==> src/rtl/lcode_pkg.sv <==
package lcode_pkg;
  localparam int unsigned LFSR_W = 16;
  // feedback from state bits 15, 13, 12, 10
  localparam logic [LFSR_W-1:0] TAP_MASK = 16'hB400;
  localparam logic [LFSR_W-1:0] SEED_DEF = 16'hACE1;

  function automatic logic [LFSR_W-1:0] lfsr_advance(input logic [LFSR_W-1:0] s,
                                                     input logic [LFSR_W-1:0] taps);
    return {s[LFSR_W-2:0], ^(s & taps)};
  endfunction
endpackage

==> src/rtl/coef_draw.sv <==
module coef_draw #(
  parameter int unsigned COEF_W = 8,
  parameter logic [lcode_pkg::LFSR_W-1:0] SEED = lcode_pkg::SEED_DEF
) (
  input  logic              clk,
  input  logic              rst_n,
  input  logic              draw_en,
  output logic [COEF_W-1:0] coef_a,
  output logic [COEF_W-1:0] coef_b
);
  import lcode_pkg::*;

  logic [LFSR_W-1:0] state, step_one, step_two;
  logic [COEF_W-1:0] raw_a, raw_b, fresh_a, fresh_b, held_a, held_b;
  logic              fix_a, fix_b;

  function automatic logic [COEF_W-1:0] nonzero(input logic [COEF_W-1:0] c);
    return (c == '0) ? COEF_W'(1) : c;
  endfunction

  always_comb begin
    step_one = lfsr_advance(state, TAP_MASK);
    step_two = lfsr_advance(step_one, TAP_MASK);
    raw_a    = step_one[COEF_W-1:0];
    raw_b    = step_two[COEF_W-1:0];
    fix_a    = (raw_a == '0);
    fix_b    = (raw_b == '0);
    fresh_a  = nonzero(raw_a);
    fresh_b  = nonzero(raw_b);
    coef_a   = draw_en ? fresh_a : held_a;
    coef_b   = draw_en ? fresh_b : held_b;
  end

  always_ff @(posedge clk or negedge rst_n) begin
    if (!rst_n) begin
      state  <= SEED;
      held_a <= COEF_W'(1);
      held_b <= COEF_W'(1);
    end else if (draw_en) begin
      state  <= step_two;
      held_a <= fresh_a;
      held_b <= fresh_b;
    end
  end

  AST_LFSR_HOLD: assert property (@(posedge clk) disable iff (!rst_n)
    !draw_en |=> $stable(state)) else $error("generator moved without draw");
  AST_LFSR_LIVE: assert property (@(posedge clk) disable iff (!rst_n)
    state != '0) else $error("generator locked at zero");
  AST_COEF_NONZERO: assert property (@(posedge clk) disable iff (!rst_n)
    (coef_a != '0) && (coef_b != '0)) else $error("zero coefficient issued");
  AST_FIX_ONLY_ZERO: assert property (@(posedge clk) disable iff (!rst_n)
    draw_en && !fix_a |-> coef_a == raw_a) else $error("coefficient altered");
endmodule

==> src/rtl/scale_lane.sv <==
module scale_lane #(
  parameter int unsigned WORD_W = 64,
  parameter int unsigned COEF_W = 8,
  localparam int unsigned PROD_W = WORD_W + COEF_W
) (
  input  logic              clk,
  input  logic              rst_n,
  input  logic              load,
  input  logic [WORD_W-1:0] word,
  input  logic [COEF_W-1:0] coef,
  output logic [PROD_W-1:0] product
);
  function automatic logic [PROD_W-1:0] scale(input logic [WORD_W-1:0] w,
                                              input logic [COEF_W-1:0] c);
    return PROD_W'(w) * PROD_W'(c);
  endfunction

  always_ff @(posedge clk or negedge rst_n) begin
    if (!rst_n)    product <= '0;
    else if (load) product <= scale(word, coef);
  end
endmodule

==> src/rtl/mix_adder.sv <==
module mix_adder #(
  parameter int unsigned SUM_W = 72
) (
  input  logic             clk,
  input  logic             rst_n,
  input  logic             load,
  input  logic [SUM_W-1:0] term_a,
  input  logic [SUM_W-1:0] term_b,
  output logic [SUM_W-1:0] sum
);
  logic [SUM_W:0] wide_sum;

  function automatic logic [SUM_W:0] add_full(input logic [SUM_W-1:0] x,
                                              input logic [SUM_W-1:0] y);
    return {1'b0, x} + {1'b0, y};
  endfunction

  assign wide_sum = add_full(term_a, term_b);

  always_ff @(posedge clk or negedge rst_n) begin
    if (!rst_n)    sum <= '0;
    else if (load) sum <= wide_sum[SUM_W-1:0];
  end
endmodule

==> src/rtl/lcode_pipe.sv <==
module lcode_pipe #(
  parameter int unsigned WORD_W = 64,
  parameter int unsigned COEF_W = 8,
  parameter logic [lcode_pkg::LFSR_W-1:0] SEED = lcode_pkg::SEED_DEF,
  localparam int unsigned CODE_W = WORD_W + COEF_W,
  localparam int unsigned LANES  = 2
) (
  input  logic              clk,
  input  logic              rst_n,
  input  logic              draw_en,
  input  logic              in_valid,
  input  logic [WORD_W-1:0] pay_a,
  input  logic [WORD_W-1:0] pay_b,
  output logic [CODE_W-1:0] coded_word,
  output logic              coded_valid,
  output logic [COEF_W-1:0] out_coef_a,
  output logic [COEF_W-1:0] out_coef_b
);
  logic [COEF_W-1:0] cur_a, cur_b;
  logic [WORD_W-1:0] lane_word [LANES];
  logic [COEF_W-1:0] lane_coef [LANES];
  logic [CODE_W-1:0] lane_prod [LANES];
  logic              s1_vld, s2_vld;
  logic [COEF_W-1:0] s1_ca, s1_cb, s2_ca, s2_cb;
  logic [CODE_W-1:0] s2_sum;

  coef_draw #(.COEF_W(COEF_W), .SEED(SEED)) u_draw (
    .clk(clk), .rst_n(rst_n), .draw_en(draw_en),
    .coef_a(cur_a), .coef_b(cur_b)
  );

  assign lane_word[0] = pay_a;
  assign lane_word[1] = pay_b;
  assign lane_coef[0] = cur_a;
  assign lane_coef[1] = cur_b;

  for (genvar g = 0; g < LANES; g++) begin : g_lane
    scale_lane #(.WORD_W(WORD_W), .COEF_W(COEF_W)) u_lane (
      .clk(clk), .rst_n(rst_n), .load(in_valid),
      .word(lane_word[g]), .coef(lane_coef[g]), .product(lane_prod[g])
    );
  end

  mix_adder #(.SUM_W(CODE_W)) u_mix (
    .clk(clk), .rst_n(rst_n), .load(s1_vld),
    .term_a(lane_prod[0]), .term_b(lane_prod[1]), .sum(s2_sum)
  );

  always_ff @(posedge clk or negedge rst_n) begin
    if (!rst_n) begin
      s1_vld <= 1'b0;
      s2_vld <= 1'b0;
      coded_valid <= 1'b0;
    end else begin
      s1_vld <= in_valid;
      s2_vld <= s1_vld;
      coded_valid <= s2_vld;
    end
  end

  always_ff @(posedge clk or negedge rst_n) begin
    if (!rst_n) begin
      s1_ca <= '0; s1_cb <= '0;
      s2_ca <= '0; s2_cb <= '0;
      out_coef_a <= '0; out_coef_b <= '0;
      coded_word <= '0;
    end else begin
      if (in_valid) begin
        s1_ca <= cur_a; s1_cb <= cur_b;
      end
      if (s1_vld) begin
        s2_ca <= s1_ca; s2_cb <= s1_cb;
      end
      if (s2_vld) begin
        out_coef_a <= s2_ca; out_coef_b <= s2_cb;
        coded_word <= s2_sum;
      end
    end
  end

  AST_PIPE_ADVANCE: assert property (@(posedge clk) disable iff (!rst_n)
    s1_vld |=> s2_vld) else $error("stage 2 lost a word");
  AST_PIPE_NO_GHOST: assert property (@(posedge clk) disable iff (!rst_n)
    !s2_vld |=> !coded_valid) else $error("output valid without source");
  AST_OUT_HOLD: assert property (@(posedge clk) disable iff (!rst_n)
    !coded_valid |-> $stable(coded_word) && $stable(out_coef_a) && $stable(out_coef_b))
    else $error("output changed while idle");
  AST_OUT_COEF_NZ: assert property (@(posedge clk) disable iff (!rst_n)
    coded_valid |-> (out_coef_a != '0) && (out_coef_b != '0))
    else $error("zero coefficient at output");
endmodule

==> config.mk <==
export PLATFORM = sky130hd
export DESIGN_NAME = lcode_pipe
export DESIGN_NICKNAME = d
export VERILOG_FILES = /design/src/rtl/lcode_pkg.sv /design/src/rtl/coef_draw.sv /design/src/rtl/scale_lane.sv /design/src/rtl/mix_adder.sv /design/src/rtl/lcode_pipe.sv
export SDC_FILE = /design/constraint.sdc
export NUM_CORES = 2
export LEC_CHECK = 0
export ABC_CLOCK_PERIOD_IN_PS = 6000
export CORE_MARGIN = 4
export CORE_UTILIZATION = 58
export DETAILED_ROUTE_END_ITERATION = 8
export PLACE_DENSITY_LB_ADDON = 0.12
export SLEW_MARGIN = 20
export SYNTH_ARGS = -nofsm -noshare
export SYNTH_HDL_FRONTEND = slang
export SYNTH_HIERARCHICAL = 1
export SYNTH_SLANG_ARGS = --single-unit
==> constraint.sdc <==
create_clock -name clk -period 6 [get_ports clk]
set_clock_uncertainty 0.1 [all_clocks]
set_input_delay 1.2 -clock clk [delete_from_list [all_inputs] [get_ports clk]]
set_output_delay 1.2 -clock clk [all_outputs]
set_load 0.05 [all_outputs]
# After elaboration in Yosys (flattened, before gate mapping)
# Index checks and enable logic that the tools add are counted.
# word_totals
regBits	371
latch_bits	0
ram_bits	0
romBits	0
in_bits	132
output_inout_bits	89
n_memories	0
# classes
n_addsub	1
mul	2
n_div	0
n_lt_le_gt_ge	0
n_eq_ne	0
shift	0
mux	4
bitwise	0
n_reduce_logical	4
# op_table
cell	n
64-bit by 8-bit multiplier with 72-bit output	2
72-bit adder	1
8-bit two-way mux	4
16-bit XOR reduction	2
8-bit zero test	2

# Longest topological paths before layout
# depth
depth_word	5
depth_mapped	28

# Hierarchy
# The synthesis kept the hierarchy.
# by_module_without_submodules
module	instances	cells_each	area_each_um2	seq_area_each_um2
scale_lane (g_lane[0].u_lane)	1	2010	18816.8	1801.7
scale_lane (g_lane[1].u_lane)	1	1999	18672.9	1801.7
mix_adder	1	813	6954.2	1801.7
lcode_pipe	1	257	4601.9	3078.0
coef_draw	1	108	1253.7	813.3

# Worst setup path before layout
# OpenSTA, ideal clock, no wires.
# synth_timing
kind	input port to flip-flop
start	input port draw_en
end	register g_lane[1].u_lane.product[68]
setup_time_ns	0.137
arrival_ns	6.889
required_ns	5.763
path_slack_ns	-1.126
stages	25
n_path_buf	4
cell_sequence	clkbuf_1 clkbuf_1 nand2_1 o21ai_0 clkbuf_1 clkbuf_1 nand2_1 fa_1 fa_1 inv_1 fa_1 inv_1 fa_1 inv_1 ha_1 nand3_1 o21ai_2 a21oi_4 o31ai_4 o2111ai_1 a2111oi_2 o21ai_1 a2111oi_2 mux2i_1 o311ai_1
# synth_between
elab_chain_cells	2
# synth_lines
element	line_no	text
start: declaration	lcode_pipe.sv:10	input logic draw_en,
8-bit two-way mux	coef_draw.sv:31	coef_b = draw_en ? fresh_b : held_b;
named net cur_b[2]	lcode_pipe.sv:19	logic [COEF_W-1:0] cur_a, cur_b;
64-bit by 8-bit multiplier with 72-bit output	scale_lane.sv:15	return PROD_W'(w) * PROD_W'(c);
end signal: assignment	scale_lane.sv:20	else if (load) product <= scale(word, coef);
end: declaration	scale_lane.sv:11	output logic [PROD_W-1:0] product
# The timed path passes the listed nets, and every way through them passes these cells.
# A chain may end at the register's enable or synchronous reset.

# Final worst setup path
# layout_timing
start	input port draw_en
end	register g_lane[1].u_lane.product[71]
# The elaborated chain is that of the path after synthesis.

==> impl_metrics.tcl <==
set metrics [dict create \
    slew_headroom_pct 37.60 \
    ys_ff_latch 371 \
    viasPerCell 5.638 \
    die_area_sq_um 91500 \
    grt_max_degree 125 \
    clock_path_buffers 3 \
    critPathLaunchType "input pin" \
    grt_pass1_wl_microns 224900 \
    antenna_found_initial 4 \
    setup_viol 83 \
    yosys-top-cells-area "fa_1 (30%), dfrtp_1 (18%), and2_1 (10%)" \
    hold_path.startpoint "u_draw/state[7]" \
    gr-max-usage-layer "met2" \
    cts.clk_slew.worst_paths_ns 0.06 \
    grt_overflow 0 \
    hold_class "flip-flop to flip-flop" \
    vias 41070 \
    grt_pass1_vias 43590 \
    core_sq_um 85550 \
    grtUsageMet1_pct 38.58 \
    rr_worst_depth 26 \
    met3_usage_pct 3.771 \
    drt_pass1_iterations 5 \
    avgRoutedWirePerCell_microns 19.48 \
    async_reset_ff_share_pct 100.0 \
    violations "negative setup slack" \
    r2r-start "u_draw/state[10]" \
    cts_buffers 40 \
    fin_ws_ns -0.4344 \
    synth_area_sq_um 50300 \
    rsz0062_at_grt "true" \
    port_buffers 220 \
    cts-root-buf "clkbuf_16" \
    yosysTopAreaCell "fa_1" \
    worstHoldPathCells 2 \
    synth_flop_cell "dfrtp_1" \
    htree_levels 2 \
    cp.required_ns 6.37 \
    start_util_pct 58.80 \
    io_pins 221 \
    postCtsHoldBufs 0 \
    crit_arrival_ns 6.81 \
    synthDistinctLibCells 107 \
    finalNetCount 7237 \
    holdPathEnd "u_draw/state[7]" \
    synth_edf_count 0 \
    yosysSeqAreaShare_pct 18.48 \
    drt_wl_total_microns 141800 \
    avgSynthCellArea_sq_um 9.697 \
    rows 107 \
    status "finished with violations" \
    ant_nets 0 \
    hold_violations 0 \
    final_core_util_pct 75.39 \
    dp_hpwl_microns 108500 \
    slew_violations 0 \
    timing.final.crit_share_pct 107.2 \
    die_w_microns 302.5 \
    worstSetupPathType "input pin to flip-flop" \
    syn_inst 5187 \
    gp_congestion 0.9346 \
    place_inst 7089 \
    ff2ff_setup_slack_ns -0.32 \
    r2r_end "g_lane[1].u_lane/product[71]" \
    drv_cap 0 \
    drive_above_1_share_pct 27.75 \
    max_freq_mhz 155.4 \
    end_kind "flip-flop" \
    drc_errors 0 \
    clk_latency_ns 0.59 \
    fillers 5953 \
    first_iter_violations 2458 \
    crit_fanout 10 \
    cts_tree "yes" \
    fp.dieH_microns 302.5 \
    synth.net_count 6319 \
    synth_top_area_share_pct 29.65 \
    cts_sinks 371 \
    worst_pin_slew_ns 0.9238 \
    met2_usage_pct 55.49 \
    yosysWarnings 6 \
    timing.hold.ws_ns 0.3831 \
    areaGrowthSynthToFinish_pct 28.22 \
    fin_cells 7283 \
    grtUsageTotal_pct 30.82 \
    post-route-min-period_ns 6.434 \
]
state kept, by name, summed over array words and instances (netlist names):
signal / flops
g_lane.u_lane/product: 144
coded_word: 72
u_mix/sum: 72
u_draw/state: 16
out_coef_a: 8
out_coef_b: 8
s1_ca: 8
s1_cb: 8
s2_ca: 8
s2_cb: 8
u_draw/held_a: 8
u_draw/held_b: 8
coded_valid: 1
s1_vld: 1
s2_vld: 1
synth_stat cells, drive strengths merged, types with 10 or more instances:
cell / number
xor2: 76
nand2: 414
nor4: 13
a21o: 123
nor3: 30
nand4: 83
o21a: 28
a21oi: 262
a211oi: 10
dfrtp: 361
xnor2: 113
nor2b: 16
o31ai: 16
and2: 815
dfstp: 10
ha: 255
nand2b: 15
inv: 590
clkbuf: 212
o21ai: 175
o2111ai: 10
a31oi: 28
buf: 57
a21boi: 16
o21bai: 46
nand3: 42
and3: 17
nor2: 166
o211ai: 14
fa: 745
mux2: 296
cells by family after synthesis:
family / after synthesis / synth area share, %
muxes: 300 / 6.863
DFF: 371 / 18.48
buffers and inverters: 859 / 6.644
adders and majority gates: 1000 / 35.99
AOI/OAI and AO/OA: 824 / 11.16
xor gates and xnor gates: 189 / 3.291
and+or+nand+nor: 1644 / 17.56
repair_timing:
item / 4_1_cts / 5_1_grt
setup endpoints to repair: 90 / 96
setup buffers: 62 / 51
pin swaps: 104 / 156
resized for setup: 233 / 225
gates cloned: 10 / 4
how the worst max path moves through the flow:
stage | startpoint | endpoint | depth (start not counted)
floorplan | draw_en | g_lane[1].u_lane/product[58] | 26
global placement | draw_en | g_lane[0].u_lane/product[66] | 23
detailed placement | draw_en | g_lane[0].u_lane/product[66] | 23
CTS | draw_en | g_lane[1].u_lane/product[67] | 26
global route | draw_en | g_lane[1].u_lane/product[67] | 24
finish | draw_en | g_lane[1].u_lane/product[71] | 26
cells in the final DEF (no fill, tap or decap), types with 47 or more instances in the layout:
cell type,n
buf_4,819
and2_1,780
fa_1,722
inv_1,579
nand2_1,383
dfrtp_1,359
mux2_2,243
clkdlybuf4s50_1,216
a21oi_1,208
ha_1,206
nor2_1,149
a21o_1,120
o21ai_0,107
xnor2_1,106
nand4_1,83
xor2_1,76
mux2_4,53
ha_4,47
buf_6,47
final cells by class:
type,instances,area (sq um),share of cell area (%)
Sequential cell,371,9304,14.43
Clock inverter,23,276.5,0.4288
Antenna cell,2,5.005,0.007760
Clock buffer,51,1082,1.678
Timing Repair Buffer,1143,10100,15.66
Multi-Input combinational cell,3959,40080,62.14
Tap cell,1144,1431,2.219
Inverter,590,2215,3.434
metal layers:
metal / wire length, microns / part of all wire, %
met3: 6775 / 4.8
met4: 5442 / 3.8
met2: 73330 / 52
met5: 13 / 0.0092
met1: 56280 / 40
through the flow:
stage	setup TNS, ns	setup slack [ns]	instance area [sq um]
after floorplan	-31.24	-0.6749	51080
after global placement	-91.50	-1.224	59720
after detailed placement	-100.93	-1.288	59720
after CTS	-15.59	-0.4503	63060
after global routing	-33.12	-0.6019	64490
final	-20.03	-0.4344	64490
worst max-delay path: stages:
cell and delay (ns):
buf_12 0.12, buf_12 0.13, buf_12 0.14, o21ai_4 0.18, buf_12 0.17, buf_12 0.11, buf_12 0.11, and2_1 0.14
fa_1 0.44, fa_1 0.57, fa_1 0.44, fa_1 0.45, ha_2 0.43, nand2_2 0.09, buf_4 0.15, nor4_2 0.37
a2111oi_4 0.09, nand2_1 0.08, a41o_2 0.15, a41o_1 0.25, o21ai_4 0.09, o211a_1 0.28, buf_4 0.16, nor3_4 0.15
a31oi_1 0.11, o22a_1 0.19
Power is not shown: default switching activity piles up to over one toggle a cycle in this logic, so the estimate is an artifact.
